`config.mk`:
```
export PLATFORM = sky130hd
export DESIGN_NAME = twowire_reg_slave
export DESIGN_NICKNAME = d
export VERILOG_FILES = /design/src/rtl/twr_pkg.sv /design/src/rtl/twr_sync.sv /design/src/rtl/twr_pointer.sv /design/src/rtl/twowire_reg_slave.sv
export SDC_FILE = /design/constraint.sdc
export NUM_CORES = 1
export LEC_CHECK = 0
export ABC_AREA = 1
export BUFFER_PORTS_ARGS = -buffer_cell sky130_fd_sc_hd__buf_2
export CORE_UTILIZATION = 58
export DETAILED_ROUTE_END_ITERATION = 12
export MAX_ROUTING_LAYER = met4
export PLACE_DENSITY_LB_ADDON = 0.3
export SLEW_MARGIN = 20
export SYNTH_ARGS = -nofsm -noshare
export SYNTH_HDL_FRONTEND = slang
export SYNTH_SLANG_ARGS = --single-unit
```
`constraint.sdc`:
```
create_clock -name clk -period 2.1 [get_ports clk]
set_input_delay 0.21 -clock clk [delete_from_list [all_inputs] [get_ports clk]]
set_output_delay 0.21 -clock clk [all_outputs]
set_load 0.03 [all_outputs]
```
`src/rtl/twr_pkg.sv`:
```
package twr_pkg;
  typedef enum logic [2:0] {
    ST_IDLE,
    ST_DEVADR,
    ST_PTRHI,
    ST_PTRLO,
    ST_WDATA,
    ST_RDATA,
    ST_HOLD
  } twr_state_e;
endpackage

```
`src/rtl/twr_sync.sv`:
```
module twr_sync #(
  parameter int WIDTH = 2,
  parameter int STAGES = 2,
  parameter logic RST_VAL = 1'b1
)(
  input  logic             clk,
  input  logic             rst_n,
  input  logic [WIDTH-1:0] din,
  output logic [WIDTH-1:0] dout
);
  logic [WIDTH-1:0] stage_q [STAGES];

  always_ff @(posedge clk or negedge rst_n) begin
    if (!rst_n) begin
      for (int i = 0; i < STAGES; i++) stage_q[i] <= {WIDTH{RST_VAL}};
    end else begin
      stage_q[0] <= din;
      for (int i = 1; i < STAGES; i++) stage_q[i] <= stage_q[i-1];
    end
  end

  assign dout = stage_q[STAGES-1];
endmodule

```
`src/rtl/twr_pointer.sv`:
```
module twr_pointer #(
  parameter int PTR_W = 16,
  parameter int BYTE_W = 8
)(
  input  logic              clk,
  input  logic              rst_n,
  input  logic              load,
  input  logic              load_sel,
  input  logic [BYTE_W-1:0] din,
  input  logic              inc,
  output logic [PTR_W-1:0]  ptr
);
  localparam int LANES = PTR_W / BYTE_W;

  logic [PTR_W-1:0] ptr_q;

  always_ff @(posedge clk or negedge rst_n) begin
    if (!rst_n) ptr_q <= '0;
    else if (load) ptr_q[int'(load_sel)*BYTE_W +: BYTE_W] <= din;
    else if (inc) ptr_q <= ptr_q + 1'b1;
  end

  assign ptr = ptr_q;

  // a step moves the pointer by exactly one
  assert_ptr_step_R6: assert property (@(posedge clk) disable iff (!rst_n)
    inc && !load |=> ptr_q == $past(ptr_q) + 1'b1);

  // a load replaces exactly the selected byte lane
  assert_ptr_lane_R4: assert property (@(posedge clk) disable iff (!rst_n)
    load |=> BYTE_W'(ptr_q >> (BYTE_W * int'($past(load_sel)))) == $past(din));

  initial assert (LANES == 2) else $error("pointer must be two bytes wide");
endmodule

```
`src/rtl/twowire_reg_slave.sv`:
```
module twowire_reg_slave
  import twr_pkg::*;
#(
  parameter logic [6:0] DEV_ADDR = 7'h36,
  parameter int PTR_W = 16,
  parameter int SYNC_STAGES = 2
)(
  input  logic             clk,
  input  logic             rst_n,
  input  logic             scl_in,
  input  logic             sda_in,
  output logic             sda_oe,
  output logic [PTR_W-1:0] reg_addr,
  output logic             reg_wr,
  output logic [7:0]       reg_wdata,
  output logic             reg_rd,
  input  logic [7:0]       reg_rdata
);
  localparam int BYTE_W = 8;
  localparam int CNT_W = $clog2(BYTE_W + 1);
  localparam logic [CNT_W-1:0] CNT_FULL = CNT_W'(BYTE_W);
  localparam logic [CNT_W-1:0] CNT_LAST = CNT_W'(BYTE_W - 1);

  logic scl_s, sda_s, scl_q, sda_q;
  logic scl_rise, scl_fall, start_c, stop_c;

  twr_sync #(.WIDTH(2), .STAGES(SYNC_STAGES), .RST_VAL(1'b1)) u_sync (
    .clk(clk), .rst_n(rst_n), .din({scl_in, sda_in}), .dout({scl_s, sda_s}));

  always_ff @(posedge clk or negedge rst_n) begin
    if (!rst_n) begin
      scl_q <= 1'b1;
      sda_q <= 1'b1;
    end else begin
      scl_q <= scl_s;
      sda_q <= sda_s;
    end
  end

  assign scl_rise = scl_s & ~scl_q;
  assign scl_fall = ~scl_s & scl_q;
  assign start_c  = scl_s & scl_q & sda_q & ~sda_s;
  assign stop_c   = scl_s & scl_q & ~sda_q & sda_s;

  twr_state_e st, nxt_st, nxt_after;
  logic [CNT_W-1:0]  cnt;
  logic              in_ack, rd_pend;
  logic [BYTE_W-1:0] rx_sh, tx_sh;
  logic              rx_state, byte_done, addr_hit, ptr_load, ptr_inc;

  assign rx_state  = (st == ST_DEVADR) || (st == ST_PTRHI) || (st == ST_PTRLO) || (st == ST_WDATA);
  assign byte_done = rx_state && scl_fall && !in_ack && (cnt == CNT_FULL);
  assign addr_hit  = (rx_sh[BYTE_W-1:1] == DEV_ADDR);

  always_comb begin
    case (st)
      ST_DEVADR: nxt_after = rx_sh[0] ? ST_RDATA : ST_PTRHI;
      ST_PTRHI:  nxt_after = ST_PTRLO;
      default:   nxt_after = ST_WDATA;
    endcase
  end

  assign reg_wr    = byte_done && (st == ST_WDATA);
  assign reg_wdata = rx_sh;
  assign reg_rd    = (byte_done && (st == ST_DEVADR) && addr_hit && rx_sh[0]) ||
                     ((st == ST_RDATA) && in_ack && scl_rise && !sda_s);
  assign ptr_load  = byte_done && ((st == ST_PTRHI) || (st == ST_PTRLO));
  assign ptr_inc   = reg_wr || ((st == ST_RDATA) && scl_fall && !in_ack && (cnt == CNT_LAST));

  twr_pointer #(.PTR_W(PTR_W), .BYTE_W(BYTE_W)) u_ptr (
    .clk(clk), .rst_n(rst_n), .load(ptr_load), .load_sel(st == ST_PTRHI),
    .din(rx_sh), .inc(ptr_inc), .ptr(reg_addr));

  always_ff @(posedge clk or negedge rst_n) begin
    if (!rst_n) begin
      st      <= ST_IDLE;
      nxt_st  <= ST_IDLE;
      cnt     <= '0;
      in_ack  <= 1'b0;
      rx_sh   <= '0;
      tx_sh   <= '1;
      rd_pend <= 1'b0;
    end else begin
      rd_pend <= reg_rd;
      if (rd_pend) tx_sh <= reg_rdata;
      if (stop_c) begin
        st     <= ST_IDLE;
        in_ack <= 1'b0;
        cnt    <= '0;
      end else if (start_c) begin
        st     <= ST_DEVADR;
        in_ack <= 1'b0;
        cnt    <= '0;
      end else if (rx_state) begin
        if (scl_rise && !in_ack && (cnt < CNT_FULL)) begin
          rx_sh <= {rx_sh[BYTE_W-2:0], sda_s};
          cnt   <= cnt + 1'b1;
        end else if (byte_done) begin
          cnt <= '0;
          if ((st == ST_DEVADR) && !addr_hit) st <= ST_HOLD;
          else begin
            in_ack <= 1'b1;
            nxt_st <= nxt_after;
          end
        end else if (scl_fall && in_ack) begin
          in_ack <= 1'b0;
          st     <= nxt_st;
        end
      end else if (st == ST_RDATA) begin
        if (scl_fall && !in_ack) begin
          if (cnt == CNT_LAST) begin
            in_ack <= 1'b1;
            cnt    <= '0;
          end else begin
            tx_sh <= {tx_sh[BYTE_W-2:0], 1'b1};
            cnt   <= cnt + 1'b1;
          end
        end else if (scl_rise && in_ack && sda_s) begin
          st     <= ST_HOLD;
          in_ack <= 1'b0;
        end else if (scl_fall && in_ack) begin
          in_ack <= 1'b0;
        end
      end
    end
  end

  assign sda_oe = (rx_state && in_ack) || ((st == ST_RDATA) && !in_ack && !tx_sh[BYTE_W-1]);

  // write and read strobes never share a cycle
  assert_strobe_excl_R5: assert property (@(posedge clk) disable iff (!rst_n)
    $onehot0({reg_wr, reg_rd}));

  // the data-line drive only changes while the clock is low
  assert_sda_when_low_R8: assert property (@(posedge clk) disable iff (!rst_n)
    !$stable(sda_oe) |-> !$past(scl_s));

  // the ignore state is silent on the bus and the register port
  assert_hold_quiet_R3: assert property (@(posedge clk) disable iff (!rst_n)
    st == ST_HOLD |-> !sda_oe && !reg_wr && !reg_rd);

  // an address acknowledge only follows a matching address byte
  assert_addr_ack_R2: assert property (@(posedge clk) disable iff (!rst_n)
    (st == ST_DEVADR) && in_ack |-> rx_sh[BYTE_W-1:1] == DEV_ADDR);
endmodule

```
### Word-level counts from Yosys, hierarchy flattened

Cells that the tools add are included.
Widths: inputs -> output; s select.

| operators by class | value |
|---|---|
| add/sub/neg operators | 3 |
| multipliers | 0 |
| div/mod/pow operators | 0 |
| magnitude comparators | 1 |
| eq/ne operators | 15 |
| shifts and indexed selects | 2 |
| mux-type cells | 41 |
| bitwise logic cells | 15 |
| reductions and logical operators | 44 |

Operator list:

| cell | count |
|---|---|
| $mux 8 | 7 |
| $mux 3 | 11 |
| $neg 4->33 | 1 |
| $shift 8x33->16 const A | 1 |
| $shiftx 8x33->16 | 1 |
| $mux 16 | 2 |
| $mux 4 | 8 |
| $logic_and 1x1->1 | 24 |
| $add 16x1->16 const B | 1 |
| $bwmux 16 | 1 |
| $reduce_and 6->1 | 2 |
| $reduce_bool 4->1 | 3 |
| $mux 1 | 11 |
| $ne 5x3->1 const B | 2 |
| $ne 5x5->1 const B | 2 |
| $ne 4x4->1 const B | 2 |
| $not 1->1 | 8 |
| $reduce_and 4->1 | 2 |
| $and 1x1->1 | 7 |
| $eq 7x6->1 const B | 1 |
| $logic_or 1x1->1 | 7 |
| $eq 3x2->1 const B | 2 |
| $eq 3x3->1 const B | 2 |
| $pmux 3 s2 | 1 |
| other kinds (9) | 12 |

| storage, ports and cells | value |
|---|---|
| register bits after elaboration | 50 |
| bits in latches | 0 |
| bits in writable memories | 0 |
| ROM bits | 0 |
| input bits | 12 |
| output and inout bits | 27 |
| memories kept | 0 |

### Depth between registers and ports, before layout

Gate-level depths: netlist of run 1.

| logic depth | value |
|---|---|
| word-level depth | 12 |
| depth in mapped cells | 11 |
| mapped depth without buffers | 11 |

### Hierarchy

Synthesis of run 1 repeated with hierarchy kept, for this count alone.

| second synthesis, totals | value |
|---|---|
| cell total of the unflattened synthesis | 391 |
| area total of the unflattened synthesis | 3,032.9 um2 |

By module, submodules not included:

| module | times used | cells an instance | area an instance (um2) |
|---|---|---|---|
| twowire_reg_slave | 1 | 218 | 1,749.2 |
| twr_pointer | 1 | 167 | 1,163.6 |
| twr_sync | 1 | 6 | 120.1 |

### Least setup slack after synthesis of run 1

Ideal clock, no wire load.

| timing | value |
|---|---|
| path kind | register -> register |
| start point | register cnt[0] |
| end point | register rd_pend |
| setup time | 0.215 ns |
| arrival | 1.843 ns |
| data required time | 1.885 ns |
| setup slack | 0.042 ns |
| stages on the path, launching flop included | 7 |
| buffers on the path | 0 |
| clock period less this slack | 2.058 ns |
| path through | dfrtp_1 inv_1 ha_1 nand3_1 nor2_4 nand2_1 o32ai_1 |

| on the way | value |
|---|---|
| longest elaborated chain between the ends | 6 |

RTL lines:

| element | RTL line | RTL |
|---|---|---|
| from (decl) | twowire_reg_slave.sv:46 | `logic [CNT_W-1:0] cnt;` |
| from (signal assigned) | twowire_reg_slave.sv:97 | `cnt <= cnt + 1'b1;` |
| from (signal assigned) | twowire_reg_slave.sv:116 | `cnt <= cnt + 1'b1;` |
| $eq 4x4->1 | twowire_reg_slave.sv:52 | `assign byte_done = rx_state && scl_fall && !in_ack && (cnt == CNT_FULL);` |
| $logic_and 1x1->1 | twowire_reg_slave.sv:52 |  |
| $logic_and 1x1->1 (3 in a row) | twowire_reg_slave.sv:65 | `assign reg_rd = (byte_done && (st == ST_DEVADR) && addr_hit && rx_sh[0]) \|\|` |
| $logic_or 1x1->1 | twowire_reg_slave.sv:65 |  |
| named net reg_rd | twowire_reg_slave.sv:16 | `output logic reg_rd,` |
| to (signal assigned) | twowire_reg_slave.sv:84 | `rd_pend <= reg_rd;` |
| to (decl) | twowire_reg_slave.sv:47 | `logic in_ack, rd_pend;` |

The timed path passes the listed nets, and every way through them passes these cells.
A chain may end at the register's enable or synchronous reset.

### Final worst setup path of run 1

| timing | value |
|---|---|
| start point | register cnt[0] |
| end point | output reg_wr |

| on the way | value |
|---|---|
| longest elaborated chain between the ends | 3 |

RTL lines:

| element | RTL line | RTL |
|---|---|---|
| $eq 4x4->1 | twowire_reg_slave.sv:52 |  |
| $logic_and 1x1->1 | twowire_reg_slave.sv:52 |  |
| $logic_and 1x1->1 | twowire_reg_slave.sv:63 | `assign reg_wr = byte_done && (st == ST_WDATA);` |
| to (decl) | twowire_reg_slave.sv:14 | `output logic reg_wr,` |

No other way between the ends.

==> impl_table.tex, run 1 <==
\begin{tabular}{lr}
\hline
Metric & Value \\
\hline
\multicolumn{2}{l}{\textbf{Status}} \\
Status & finished clean \\
\multicolumn{2}{l}{\textbf{Synthesis}} \\
Total nets after synthesis & 425 \\
Count of flip-flops with a built-in enable after synthesis & 0 \\
Share of Yosys cell area claimed by the top area cell type & 30.4\% \\
Fraction of registers with async set/reset & 100\% \\
Flop and latch count out of synthesis & 50 \\
Total standard cell area after synthesis & 0.00296 mm\^{}2 \\
Most common cell in the netlist & sky130\_fd\_sc\_hd\_\_nand2\_1 \\
Netlist cell types & 36 \\
Synthesized area divided by synthesized cell count & 7.22 um\^{}2 \\
YS warnings & 0 \\
Top cells by area, synth & sky130\_fd\_sc\_hd\_\_dfrtp\_1, sky130\_fd\_sc\_hd\_\_nand2\_1, sky130\_fd\_sc\_hd\_\_dfstp\_2, sky130\_fd\_sc\_hd\_\_nand3\_1, sky130\_fd\_sc\_hd\_\_nor2\_1 \\
Commonest cells in the netlist & sky130\_fd\_sc\_hd\_\_nand2\_1, sky130\_fd\_sc\_hd\_\_nand3\_1, sky130\_fd\_sc\_hd\_\_nor2\_1 \\
Most common flop cell mapped by yosys & sky130\_fd\_sc\_hd\_\_dfrtp\_1 \\
Post-Synthesis Cells & 410 \\
Library cell occupying the most area in the post-synthesis netlist & sky130\_fd\_sc\_hd\_\_dfrtp\_1 \\
Sequential share of the synthesized area & 42.9\% \\
\multicolumn{2}{l}{\textbf{Placement}} \\
IO Port Bufs & 38 \\
Estimated wirelength of the detail-placed design & 5.21 mm \\
Worst setup slack before clock tree synthesis & 0.179 ns \\
Routability Congestion & 0.930 \\
\multicolumn{2}{l}{\textbf{Timing}} \\
Count of endpoints failing setup in the final report & 0 \\
Setup TNS & 0 ns \\
Count of final hold-check violations & 0 \\
Final max-slew violation count & 0 \\
F\_max & 506 MHz \\
Worst Tran Pin Value & 0.424 ns \\
Worst-case setup margin in the final layout & 0.124 ns \\
Worst clock skew on the final layout & 0.0138 ns \\
Part of the cycle the worst path needs & 94.1\% \\
Final critical-path required period & 1.98 ns \\
Tightest slew margin relative to the limit & 71.7\% \\
RSZ-0062 raised after global routing & false \\
\multicolumn{2}{l}{\textbf{CTS}} \\
Root Driver & sky130\_fd\_sc\_hd\_\_clkbuf\_8 \\
Later-pin clock latency in the skew report & 0.31 ns \\
Number of CTS-inserted buffers & 5 \\
Clock tree sinks & 50 \\
Clock tree from TritonCTS & yes \\
Clock transition time at the flip-flop clock pins of the worst setup and hold paths & 0.08 ns \\
Maximum clock insertion buffer count & 2 \\
CTS H-Tree Depth & 2 \\
\multicolumn{2}{l}{\textbf{Worst setup path}} \\
Worst path cell trace & inv\_1 > ha\_1 > nand3\_1 > nor2\_4 > buf\_4 > nand2\_1 > inv\_1 > buf\_2 \\
Top fanout value on the critical path & 4 \\
Cell repeated most along the worst path & sky130\_fd\_sc\_hd\_\_inv\_1 \\
Crit path arrival time & 1.77 ns \\
CP required & 1.89 ns \\
Maximum cell stage delay along the critical path & 0.41 ns \\
Crit. End Element & primary output \\
Crit path kind & flip-flop to primary output \\
Standard cell with the maximum stage delay on the critical path & sky130\_fd\_sc\_hd\_\_dfrtp\_1 \\
Setup crit start kind & flip-flop \\
\multicolumn{2}{l}{\textbf{Floorplan}} \\
Number of core rows & 25 \\
I/O pin total & 39 \\
Starting density of the core & 61.4\% \\
Die Span Y & 73.4 um \\
Core footprint & 0.00482 mm\^{}2 \\
Die outline width & 73.4 um \\
Die area & 0.00539 mm\^{}2 \\
\multicolumn{2}{l}{\textbf{Global route}} \\
Antenna violations before repair & 0 \\
GRT Resource Usage Total & 30.2\% \\
Number of global-route vias before repair & 2673 \\
Pin count of the biggest net entering global routing & 25 \\
First-pass GRT wire length & 12.0 mm \\
Total congestion overflow & 0 \\
\multicolumn{2}{l}{\textbf{Drt}} \\
Post-DR wirelength/cell & 13.4 um \\
Via count & 2859 \\
Post-detailed-route via-to-cell ratio & 5.39 \\
Antenna viol nets, final & 0 \\
Violation count after the first detailed-route iteration & 226 \\
Post-detailed-route DRC marker count & 0 \\
Total detailed-routing wirelength & 7.08 mm \\
Pre-Repair DR Iteration Count & 5 \\
\multicolumn{2}{l}{\textbf{Power and ir drop}} \\
PwrDens & 912 mW/mm\^{}2 \\
Peak supply drop & 0.568 mV \\
Pleak & 1.83 nW \\
\multicolumn{2}{l}{\textbf{Cells and area}} \\
Layout overhead on the synthesized area & 16.4\% \\
Net total in the final layout & 477 \\
Diode insertion count for antenna repair & 0 \\
Fraction of final layout cells with drive strength greater than 1 & 19.2\% \\
\multicolumn{2}{l}{\textbf{Run}} \\
Max-Cap Viols & 0 \\
\multicolumn{2}{l}{\textbf{Hold path}} \\
Class of the most critical hold timing path & input port to flip-flop \\
\hline
\end{tabular}
## final timing paths
kind                                  endpoint              start  slack, ns  depth (start not counted)
worst max-delay path                    reg_wr             cnt[0]       0.12                          8
worst max register to register    u_ptr.ptr[0]             cnt[0]       0.22                         11
worst min-delay path                  tx_sh[1]       reg_rdata[1]       0.13                          3
min in group asynchronous         reg_wdata[3]              rst_n       0.28                          2
max in group asynchronous             tx_sh[3]              rst_n       1.18                          3
worst min register to register  u_sync.dout[0]  u_sync.stage_q[2]       0.36                          0
## flip-flops by register name, indices dropped and copies added (netlist names)
register        cells
u_sync.stage_q      2
cnt                 4
rd_pend             1
sda_q               1
scl_q               1
in_ack              1
st                  3
u_ptr.ptr          16
reg_wdata           8
u_sync.dout         2
nxt_st              3
tx_sh               8
## worst max-delay path, delay by kind of cell (launching register included)
family	cells	cell delay, ns
DFF	1	0.41
and+or+nand+nor	3	0.39
adders and majority gates	1	0.17
buffers and inverters	4	0.50
## cell type report
cell class / count / area [um^2]
clock inverters: 1 / 30.0
multi-input cells: 312 / 1530
well taps: 67 / 83.8
fillers: 412 / 1370
inverters: 46 / 178
repair buffers: 47 / 272
flip-flops and latches: 50 / 1270
clock buffers: 7 / 86.3
## where the power goes
group / total [mW] / switching (mW) / internal [mW] / leakage [nW]
Clock: 0.689 / 0.301 / 0.388 / 0.0585
Combinational: 1.13 / 0.780 / 0.348 / 1.13
Sequential: 1.32 / 0.195 / 1.13 / 0.640
## logic make-up (layout without fill, tap and decap cells)
| family | after synthesis | count (layout) | synth area share (%) |
|---|---|---|---|
| and+or+nand+nor | 262 | 262 | 40.0 |
| buffers and inverters | 48 | 101 | 6.30 |
| xor gates and xnor gates | 2 | 2 | 0.592 |
| adders and majority gates | 3 | 3 | 1.27 |
| DFF | 50 | 50 | 42.9 |
| AOI/OAI and AO/OA | 45 | 45 | 9.01 |
## layer usage
metal | global-route usage, % | routed length [um] | share of wire, % | vias to the layer above
li1 | - | - | - | 1431
met1 | 37.0 | 3020 | 43 | 1323
met2 | 50.1 | 3600 | 51 | 89
met3 | 4.39 | 320 | 4.5 | 16
met4 | 12.8 | 133 | 1.9 | 0
met5 | - | 0 | 0 | -
## placed cells by master (no fill, tap or decap), types with 2 or more instances in the layout
master,Yosys,routed
sky130_fd_sc_hd__buf_2,1,37
sky130_fd_sc_hd__nor2_8,2,2
sky130_fd_sc_hd__ha_1,3,3
sky130_fd_sc_hd__dfstp_2,14,14
sky130_fd_sc_hd__o21bai_1,5,5
sky130_fd_sc_hd__clkbuf_8,0,6
sky130_fd_sc_hd__inv_4,2,2
sky130_fd_sc_hd__buf_4,0,6
sky130_fd_sc_hd__dfrtp_1,36,36
sky130_fd_sc_hd__nand2_1,140,139
sky130_fd_sc_hd__inv_2,5,5
sky130_fd_sc_hd__inv_1,38,38
sky130_fd_sc_hd__nand2_2,1,2
sky130_fd_sc_hd__nor2_4,3,3
sky130_fd_sc_hd__nand2_4,3,3
sky130_fd_sc_hd__dlygate4sd3_1,0,3
sky130_fd_sc_hd__a21oi_1,2,2
sky130_fd_sc_hd__or2_2,2,2
sky130_fd_sc_hd__nand4_1,6,6
sky130_fd_sc_hd__nand3_1,51,51
sky130_fd_sc_hd__o21ai_0,22,22
sky130_fd_sc_hd__a31oi_1,8,8
sky130_fd_sc_hd__nor2_1,49,49
sky130_fd_sc_hd__nand3_2,2,2
## stage by stage
stage | cell area, um^2 | hold WS [ns] | utilization, % | power (mW) | std cells
final | 3440 | 0.127 | 71.5 | 3.14 | 530
after floorplan | 2960 | -0.0856 | - | 2.13 | 410
after global placement | 3250 | 0.0875 | 67.6 | 2.38 | 517
after CTS | 3420 | 0.117 | 71.0 | 3.13 | 529
after detailed placement | 3250 | 0.0870 | 67.6 | 2.42 | 517
after global routing | 3440 | 0.125 | 71.5 | 3.36 | 530
## repair_timing
action / CTS / global route
hold buffers: 3 / 0
endpoints found under the hold margin: 11 / 0
cloned: 0 / 0
setup buffers: 1 / 1
resized for setup: 2 / 3
setup endpoints to repair: 1 / 1
pin swaps: 2 / 1
Note: power is estimated with default switching activity, not from simulation.
==> run 2: changes to the inputs <==
- CORE_UTILIZATION: 58 -> 35
==> run 2 against run 1 <==
Effect of this change: clock-buffer cell count fell by 2; sequential power barely moved; design area rose by 0.69%; global-route usage fell by 13 points; die area rose by 64%; critical path depth fell by 2; non-clock buffer count did not move; setup slack improved by 0.023 ns; register-to-register slack improved by 0.10 ns; clock power fell by 16%; first-iteration DRC count fell by 24%.
==> impl_table.tex, run 2 (synthesis gave the netlist of run 1 again) <==
\begin{tabular}{lr}
\hline
Metric & Value \\
\hline
\multicolumn{2}{l}{\textbf{CTS}} \\
CTS H-Tree Depth & 2 (unchanged) \\
Clock transition time at the flip-flop clock pins of the worst setup and hold paths & 0.10 ns (+0.02 ns) \\
Clock tree sinks & 50 (unchanged) \\
Maximum clock insertion buffer count & 2 (unchanged) \\
Later-pin clock latency in the skew report & 0.31 ns (about the same) \\
Root Driver & sky130\_fd\_sc\_hd\_\_clkbuf\_8 \\
Number of CTS-inserted buffers & 5 (unchanged) \\
Clock tree from TritonCTS & yes \\
\multicolumn{2}{l}{\textbf{Cells and area}} \\
Most common library cell in the layout ignoring fill and taps & sky130\_fd\_sc\_hd\_\_nand2\_1 \\
Net total in the final layout & 477 (unchanged) \\
Area taken by flip-flops and latches & 0.00127 mm\^{}2 (unchanged) \\
Flip-flop count of the largest register after layout & 16 (unchanged) \\
Fraction of final layout cells with drive strength greater than 1 & 19.4\% (+0.22 points) \\
Highest-count cells in the layout ignoring fill and taps & sky130\_fd\_sc\_hd\_\_nand2\_1, sky130\_fd\_sc\_hd\_\_nand3\_1, sky130\_fd\_sc\_hd\_\_nor2\_1 \\
FILL cells & 869 (+110\%) \\
Total area of multi-input combinational cells & 0.00153 mm\^{}2 (unchanged) \\
Diode insertion count for antenna repair & 0 (unchanged) \\
Layout overhead on the synthesized area & 17.2\% \\
\multicolumn{2}{l}{\textbf{Worst setup path}} \\
Worst reg2reg path depth & 7 (-4) \\
Setup slack, reg-to-reg & 0.32 ns (+0.10 ns) \\
CP required & 1.89 ns (about the same) \\
Crit path arrival time & 1.74 ns (-0.03 ns) \\
Crit path kind & flip-flop to primary output \\
Top fanout value on the critical path & 10 (+6) \\
Crit. End Element & primary output \\
Setup crit start kind & flip-flop \\
Reg-to-Reg Start & u\_sync.dout[1] \\
End of the worst register-to-register path & reg\_wdata[0] \\
\multicolumn{2}{l}{\textbf{Hold path}} \\
Hold path cells & 3 (unchanged) \\
Startpoint of the tightest hold check path & reg\_rdata[6] \\
Class of the most critical hold timing path & input port to flip-flop \\
Hold endpoint & tx\_sh[6] \\
\multicolumn{2}{l}{\textbf{Drt}} \\
Violation count after the first detailed-route iteration & 172 (-24\%) \\
Post-detailed-route via-to-cell ratio & 4.94 (-8.4\%) \\
Post-DR wirelength/cell & 12.4 um (-7.1\%) \\
Pre-Repair DR Iteration Count & 4 (-1) \\
Antenna viol nets, final & 0 (unchanged) \\
Total detailed-routing wirelength & 7.05 mm (-0.48\%) \\
Via count & 2808 (-1.8\%) \\
Post-detailed-route DRC marker count & 0 (unchanged) \\
\multicolumn{2}{l}{\textbf{Power and ir drop}} \\
Pleak & 1.81 nW (-0.74\%) \\
Peak supply drop & 0.462 mV (-19\%) \\
PwrDens & 872 mW/mm\^{}2 (-4.3\%) \\
Share of power burned in combinational logic & 37.7\% (+1.8 points) \\
Internal Pwr Total & 1.72 mW (-7.7\%) \\
Net switching power & 1.30 mW (+2.3\%) \\
Net switching share of the total power & 43.1\% (+2.5 points) \\
Clock power share & 19.0\% (-3.0 points) \\
Portion of total power attributed to sequential cells & 43.3\% (+1.2 points) \\
\multicolumn{2}{l}{\textbf{Timing}} \\
Final max-slew violation count & 0 (unchanged) \\
Setup TNS & 0 ns (unchanged) \\
Worst clock skew on the final layout & 0.0154 ns (+0.00167 ns) \\
Count of endpoints failing setup in the final report & 0 (unchanged) \\
Worst-case setup margin in the final layout & 0.147 ns (+0.0230 ns) \\
Worst Tran Pin Value & 0.509 ns (+0.0854 ns) \\
RSZ-0062 raised after global routing & false \\
Tightest slew margin relative to the limit & 66.0\% (-5.6 points) \\
Count of final hold-check violations & 0 (unchanged) \\
F\_max & 512 MHz (+1.2\%) \\
Final critical-path required period & 1.95 ns (-0.0230 ns) \\
Part of the cycle the worst path needs & 93.0\% (-1.1 points) \\
\multicolumn{2}{l}{\textbf{Global route}} \\
First-pass GRT wire length & 11.8 mm (-1.6\%) \\
Number of global-route vias before repair & 2504 (-6.3\%) \\
Antenna violations before repair & 0 (unchanged) \\
GRT Resource Usage Total & 17.4\% (-13 points) \\
Pin count of the biggest net entering global routing & 22 (-12\%) \\
Total congestion overflow & 0 (unchanged) \\
\multicolumn{2}{l}{\textbf{Run}} \\
Max-Cap Viols & 0 (unchanged) \\
\multicolumn{2}{l}{\textbf{Floorplan}} \\
Number of core rows & 33 (+32\%) \\
Die area & 0.00883 mm\^{}2 (+64\%) \\
Core footprint & 0.00822 mm\^{}2 (+71\%) \\
Die Span Y & 94.0 um (+28\%) \\
Starting density of the core & 36.0\% (-25 points) \\
I/O pin total & 39 (unchanged) \\
Die outline width & 94.0 um (+28\%) \\
\multicolumn{2}{l}{\textbf{Placement}} \\
Estimated wirelength of the detail-placed design & 5.25 mm (+0.88\%) \\
IO Port Bufs & 38 (unchanged) \\
Worst setup slack before clock tree synthesis & 0.146 ns (-0.0329 ns) \\
Routability Congestion & 0.871 (-6.4\%) \\
\multicolumn{2}{l}{\textbf{Status}} \\
Status & finished clean \\
\hline
\end{tabular}
-- run 2: power groups by stage --
stage	combinational (mW)	clock (mW)	sequential, mW
after floorplan	0.739	0	1.39
after global placement	1.11	0	1.33
after detailed placement	1.12	0	1.33
after CTS	1.14	0.606	1.31
after global routing	1.29	0.630	1.34
final	1.14	0.576	1.31
-- run 2: repair_timing --
item                                    in CTS  in global routing
hold buffers                                 3                  0
gates cloned                                 0                  0
endpoints found under the setup margin       1                  1
pin swaps                                    2                  1
setup buffers                                2                  0
hold endpoints to repair                    21                  0
resized for setup                            3                  3
-- run 2: per-layer routing --
layer | part of all wire (%) | GRT usage, %
met4 | 0.94 | 4.87
met5 | 0 | -
met1 | 49 | 23.1
met2 | 45 | 27.4
met3 | 5.1 | 3.07
-- run 2: area by class of cell --
| type | count | area share (%) |
|---|---|---|
| Inverter | 46 | 5.20 |
| Timing Repair Buffer | 47 | 7.83 |
| Clock inverter | 3 | 0.613 |
| Sequential cell | 50 | 36.6 |
| Multi-Input combinational cell | 312 | 44.0 |
| Clock buffer | 5 | 1.98 |
| Tap cell | 105 | 3.79 |
-- run 2: stage by stage --
step	hold WS (ns)	total power, mW	cells	instance area (um^2)	utilization [%]
floorplan	-0.0856	2.13	410	2960	-
global placement	0.204	2.43	555	3300	40.2
detailed placement	0.210	2.44	555	3300	40.2
CTS	0.0934	3.05	568	3450	42.0
global route	0.115	3.26	568	3470	42.2
finish	0.104	3.02	568	3470	42.2
-- run 2: critical path, stage by stage (launching register included) --
cell and delay [ns]:
sky130_fd_sc_hd__dfrtp_1 0.45, sky130_fd_sc_hd__inv_4 0.13, sky130_fd_sc_hd__nand3_2 0.11, sky130_fd_sc_hd__nand2_4 0.16, sky130_fd_sc_hd__nand2_2 0.11, sky130_fd_sc_hd__o32ai_4 0.28
sky130_fd_sc_hd__buf_6 0.18
-- run 2: how the worst max path moves through the flow --
stage | from | end | slack, ns | cells past startpoint
final | st[0] | reg_rd | 0.15 | 6
after CTS | st[0] | reg_rd | 0.001 | 6
after detailed placement | cnt[0] | reg_rd | 0.15 | 7
after floorplan | cnt[0] | rd_pend | 0.04 | 6
after global placement | cnt[0] | reg_rd | 0.21 | 7
after global routing | cnt[1] | reg_rd | 0.02 | 7
==> run 3: changes to the inputs <==
- PLACE_DENSITY_LB_ADDON: 0.3 -> unset
==> run 3 against run 2 <==
Effect of this change: largest power group unchanged; design area grew 1.6%; global-route usage grew 0.43 points; clock-buffer cell count grew 1; via count grew 1.2%; core utilization grew 0.69 points; total power grew 5.2%; sequential share of layout area shrank 0.55 points; combinational power grew 4%; critical path depth grew 1; sequential cell count is the same; sequential power is essentially flat.
==> impl_table.tex, run 3 (synthesis gave the netlist of run 1 again) <==
\begin{tabular}{lr}
\hline
Metric & Value \\
\hline
\multicolumn{2}{l}{\textbf{Status}} \\
Status & finished clean \\
\multicolumn{2}{l}{\textbf{Power and ir drop}} \\
PwrDens & 903 mW/mm\^{}2 (+3.5\%) \\
Pleak & 1.84 nW (+1.4\%) \\
Peak supply drop & 0.394 mV (-15\%) \\
Net switching share of the total power & 41.6\% (-1.6 points) \\
Clock power share & 21.7\% (+2.7 points) \\
Internal Pwr Total & 1.86 mW (+8.1\%) \\
Net switching power & 1.32 mW (+1.3\%) \\
Overall power & 3.18 mW (+5.2\%) \\
Share of power burned in combinational logic & 37.1\% (-0.6 points) \\
Portion of total power attributed to sequential cells & 41.2\% (-2.1 points) \\
\multicolumn{2}{l}{\textbf{Worst setup path}} \\
Worst reg2reg path depth & 10 (+3) \\
Crit path kind & flip-flop to primary output \\
Critical path startpoint & cnt[1] \\
End of the worst register-to-register path & u\_ptr.ptr[0] \\
Reg-to-Reg Start & u\_sync.dout[1] \\
Crit. End Element & primary output \\
CP required & 1.89 ns (about the same) \\
Top fanout value on the critical path & 4 (-6) \\
Setup slack, reg-to-reg & 0.34 ns (+0.02 ns) \\
Setup crit end & reg\_rd \\
Setup crit start kind & flip-flop \\
Crit path arrival time & 1.80 ns (+0.06 ns) \\
\multicolumn{2}{l}{\textbf{Floorplan}} \\
Die area & 0.00883 mm\^{}2 (unchanged) \\
Number of core rows & 33 (unchanged) \\
Starting density of the core & 36.0\% (unchanged) \\
Die outline width & 94.0 um (unchanged) \\
Core footprint & 0.00822 mm\^{}2 (unchanged) \\
I/O pin total & 39 (unchanged) \\
Die Span Y & 94.0 um (unchanged) \\
\multicolumn{2}{l}{\textbf{Global route}} \\
GRT Resource Usage Total & 17.9\% (+0.43 points) \\
First-pass GRT wire length & 12.0 mm (+1.9\%) \\
Pin count of the biggest net entering global routing & 25 (+14\%) \\
Met1 Resource Use GR & 23.8\% (+0.70 points) \\
Number of global-route vias before repair & 2550 (+1.8\%) \\
GR Layer Usage met3 & 2.75\% (-0.32 points) \\
GR met2 Demand/Resource & 28.0\% (+0.61 points) \\
Total congestion overflow & 0 (unchanged) \\
Antenna violations before repair & 0 (unchanged) \\
Layer with the highest usage & met2 \\
\multicolumn{2}{l}{\textbf{Hold path}} \\
Class of the most critical hold timing path & input port to flip-flop \\
\multicolumn{2}{l}{\textbf{Drt}} \\
Antenna viol nets, final & 0 (unchanged) \\
Violation count after the first detailed-route iteration & 149 (-13\%) \\
Post-detailed-route via-to-cell ratio & 4.98 (+0.71\%) \\
Total detailed-routing wirelength & 7.21 mm (+2.3\%) \\
Via count & 2843 (+1.2\%) \\
Post-detailed-route DRC marker count & 0 (unchanged) \\
Post-DR wirelength/cell & 12.6 um (+1.8\%) \\
Pre-Repair DR Iteration Count & 4 (unchanged) \\
\multicolumn{2}{l}{\textbf{CTS}} \\
Clock tree from TritonCTS & yes \\
CTS H-Tree Depth & 2 (unchanged) \\
Number of CTS-inserted buffers & 5 (unchanged) \\
Later-pin clock latency in the skew report & 0.31 ns (about the same) \\
Root Driver & sky130\_fd\_sc\_hd\_\_clkbuf\_8 \\
Maximum clock insertion buffer count & 2 (unchanged) \\
Clock tree sinks & 50 (unchanged) \\
Clock transition time at the flip-flop clock pins of the worst setup and hold paths & 0.10 ns (about the same) \\
\multicolumn{2}{l}{\textbf{Cells and area}} \\
Flip-flop count of the largest register after layout & 16 (unchanged) \\
Post-route cell area & 0.00352 mm\^{}2 (+1.6\%) \\
Highest-count cells in the layout ignoring fill and taps & sky130\_fd\_sc\_hd\_\_nand2\_1, sky130\_fd\_sc\_hd\_\_nand3\_1, sky130\_fd\_sc\_hd\_\_nor2\_1 \\
Area taken by flip-flops and latches & 0.00127 mm\^{}2 (about the same) \\
Total area of multi-input combinational cells & 0.00153 mm\^{}2 (unchanged) \\
Net total in the final layout & 480 (+0.63\%) \\
FILL cells & 819 (-5.8\%) \\
Diode insertion count for antenna repair & 0 (unchanged) \\
Most common library cell in the layout ignoring fill and taps & sky130\_fd\_sc\_hd\_\_nand2\_1 \\
Fraction of final layout cells with drive strength greater than 1 & 20.0\% (+0.52 points) \\
Layout overhead on the synthesized area & 19.1\% \\
\multicolumn{2}{l}{\textbf{Timing}} \\
F\_max & 497 MHz (-2.9\%) \\
Count of endpoints failing setup in the final report & 0 (unchanged) \\
Worst-case setup margin in the final layout & 0.0892 ns (-0.0581 ns) \\
Worst clock skew on the final layout & 0.0138 ns (-0.00164 ns) \\
Count of final hold-check violations & 0 (unchanged) \\
Worst Tran Pin Value & 0.424 ns (-0.0856 ns) \\
Tightest slew margin relative to the limit & 71.7\% (+5.7 points) \\
Final critical-path required period & 2.01 ns (+0.0581 ns) \\
Final max-slew violation count & 0 (unchanged) \\
Part of the cycle the worst path needs & 95.8\% (+2.8 points) \\
\multicolumn{2}{l}{\textbf{Placement}} \\
Worst setup slack before clock tree synthesis & 0.157 ns (+0.0112 ns) \\
Routability Congestion & 0.903 (+3.7\%) \\
Area after detailed placement & 0.00333 mm\^{}2 (+0.83\%) \\
IO Port Bufs & 38 (unchanged) \\
Estimated wirelength of the detail-placed design & 5.38 mm (+2.4\%) \\
\multicolumn{2}{l}{\textbf{Run}} \\
Max-Cap Viols & 0 (unchanged) \\
\hline
\end{tabular}
[run 3: cell count changes in the layout (fill, tap and decap cells not counted), sizes merged]
cell	delta
bufinv	+1
buf	+3
clkinv	-2
clkbuf	+1
[run 3: worst min path at each step]
stage                   endpoint  slack, ns          from  cells past startpoint
floorplan                 cnt[0]      -0.09         rst_n                      0
global placement    u_ptr.ptr[4]       0.17         rst_n                      1
detailed placement  u_ptr.ptr[4]       0.17         rst_n                      1
CTS                     tx_sh[6]       0.10  reg_rdata[6]                      3
global route            tx_sh[6]       0.11  reg_rdata[6]                      3
finish                  tx_sh[6]       0.11  reg_rdata[6]                      3
[run 3: power by group through the flow]
stage	logic, mW	registers (mW)	clock network (mW)
2_1_floorplan	0.739	1.39	0
3_3_place_gp	1.15	1.32	0
3_5_place_dp	1.16	1.32	0
4_1_cts	1.18	1.31	0.715
5_1_grt	1.34	1.33	0.755
6_report	1.18	1.31	0.689
[run 3: stage by stage]
stage / utilization (%) / instances / TNS (ns) / hold WS [ns]
3_5_place_dp: 40.5 / 557 / 0 / 0.165
6_report: 42.9 / 571 / 0 / 0.115
3_3_place_gp: 40.5 / 557 / 0 / 0.168
2_1_floorplan: - / 410 / 0 / -0.0856
5_1_grt: 42.9 / 571 / -0.00416 / 0.110
4_1_cts: 42.7 / 571 / 0 / 0.104
[run 3: layer usage]
layer	vias up	wire (um)
li1	1430	-
met1	1327	3470
met2	75	3360
met3	11	278
met4	0	104
met5	-	0
[run 3: final cells by class]
cell class                 count  area share, %
inverter                      46           5.11
multi-input combinational    312           43.3
clock inverter                 2           1.07
sequential                    50           36.0
clock buffer                   6           2.06
tap                          105           3.73
timing repair buffer          50           8.70
[run 3: critical path, stage by stage, from the launching register on]
cell and delay (ns):
sky130_fd_sc_hd__dfrtp_1 0.42, sky130_fd_sc_hd__inv_1 0.06, sky130_fd_sc_hd__ha_1 0.15, sky130_fd_sc_hd__nand3_1 0.12, sky130_fd_sc_hd__nor2_4 0.12, sky130_fd_sc_hd__nand2_2 0.11
sky130_fd_sc_hd__o32ai_4 0.34, sky130_fd_sc_hd__buf_6 0.18
[run 3: repair_timing]
item                                   CTS  global route
hold buffers                             3             0
buffers inserted                         3             0
endpoints found under the hold margin   16             0
gates resized for setup                  4             3
pin swaps                                2             0
setup endpoints to repair                1             1
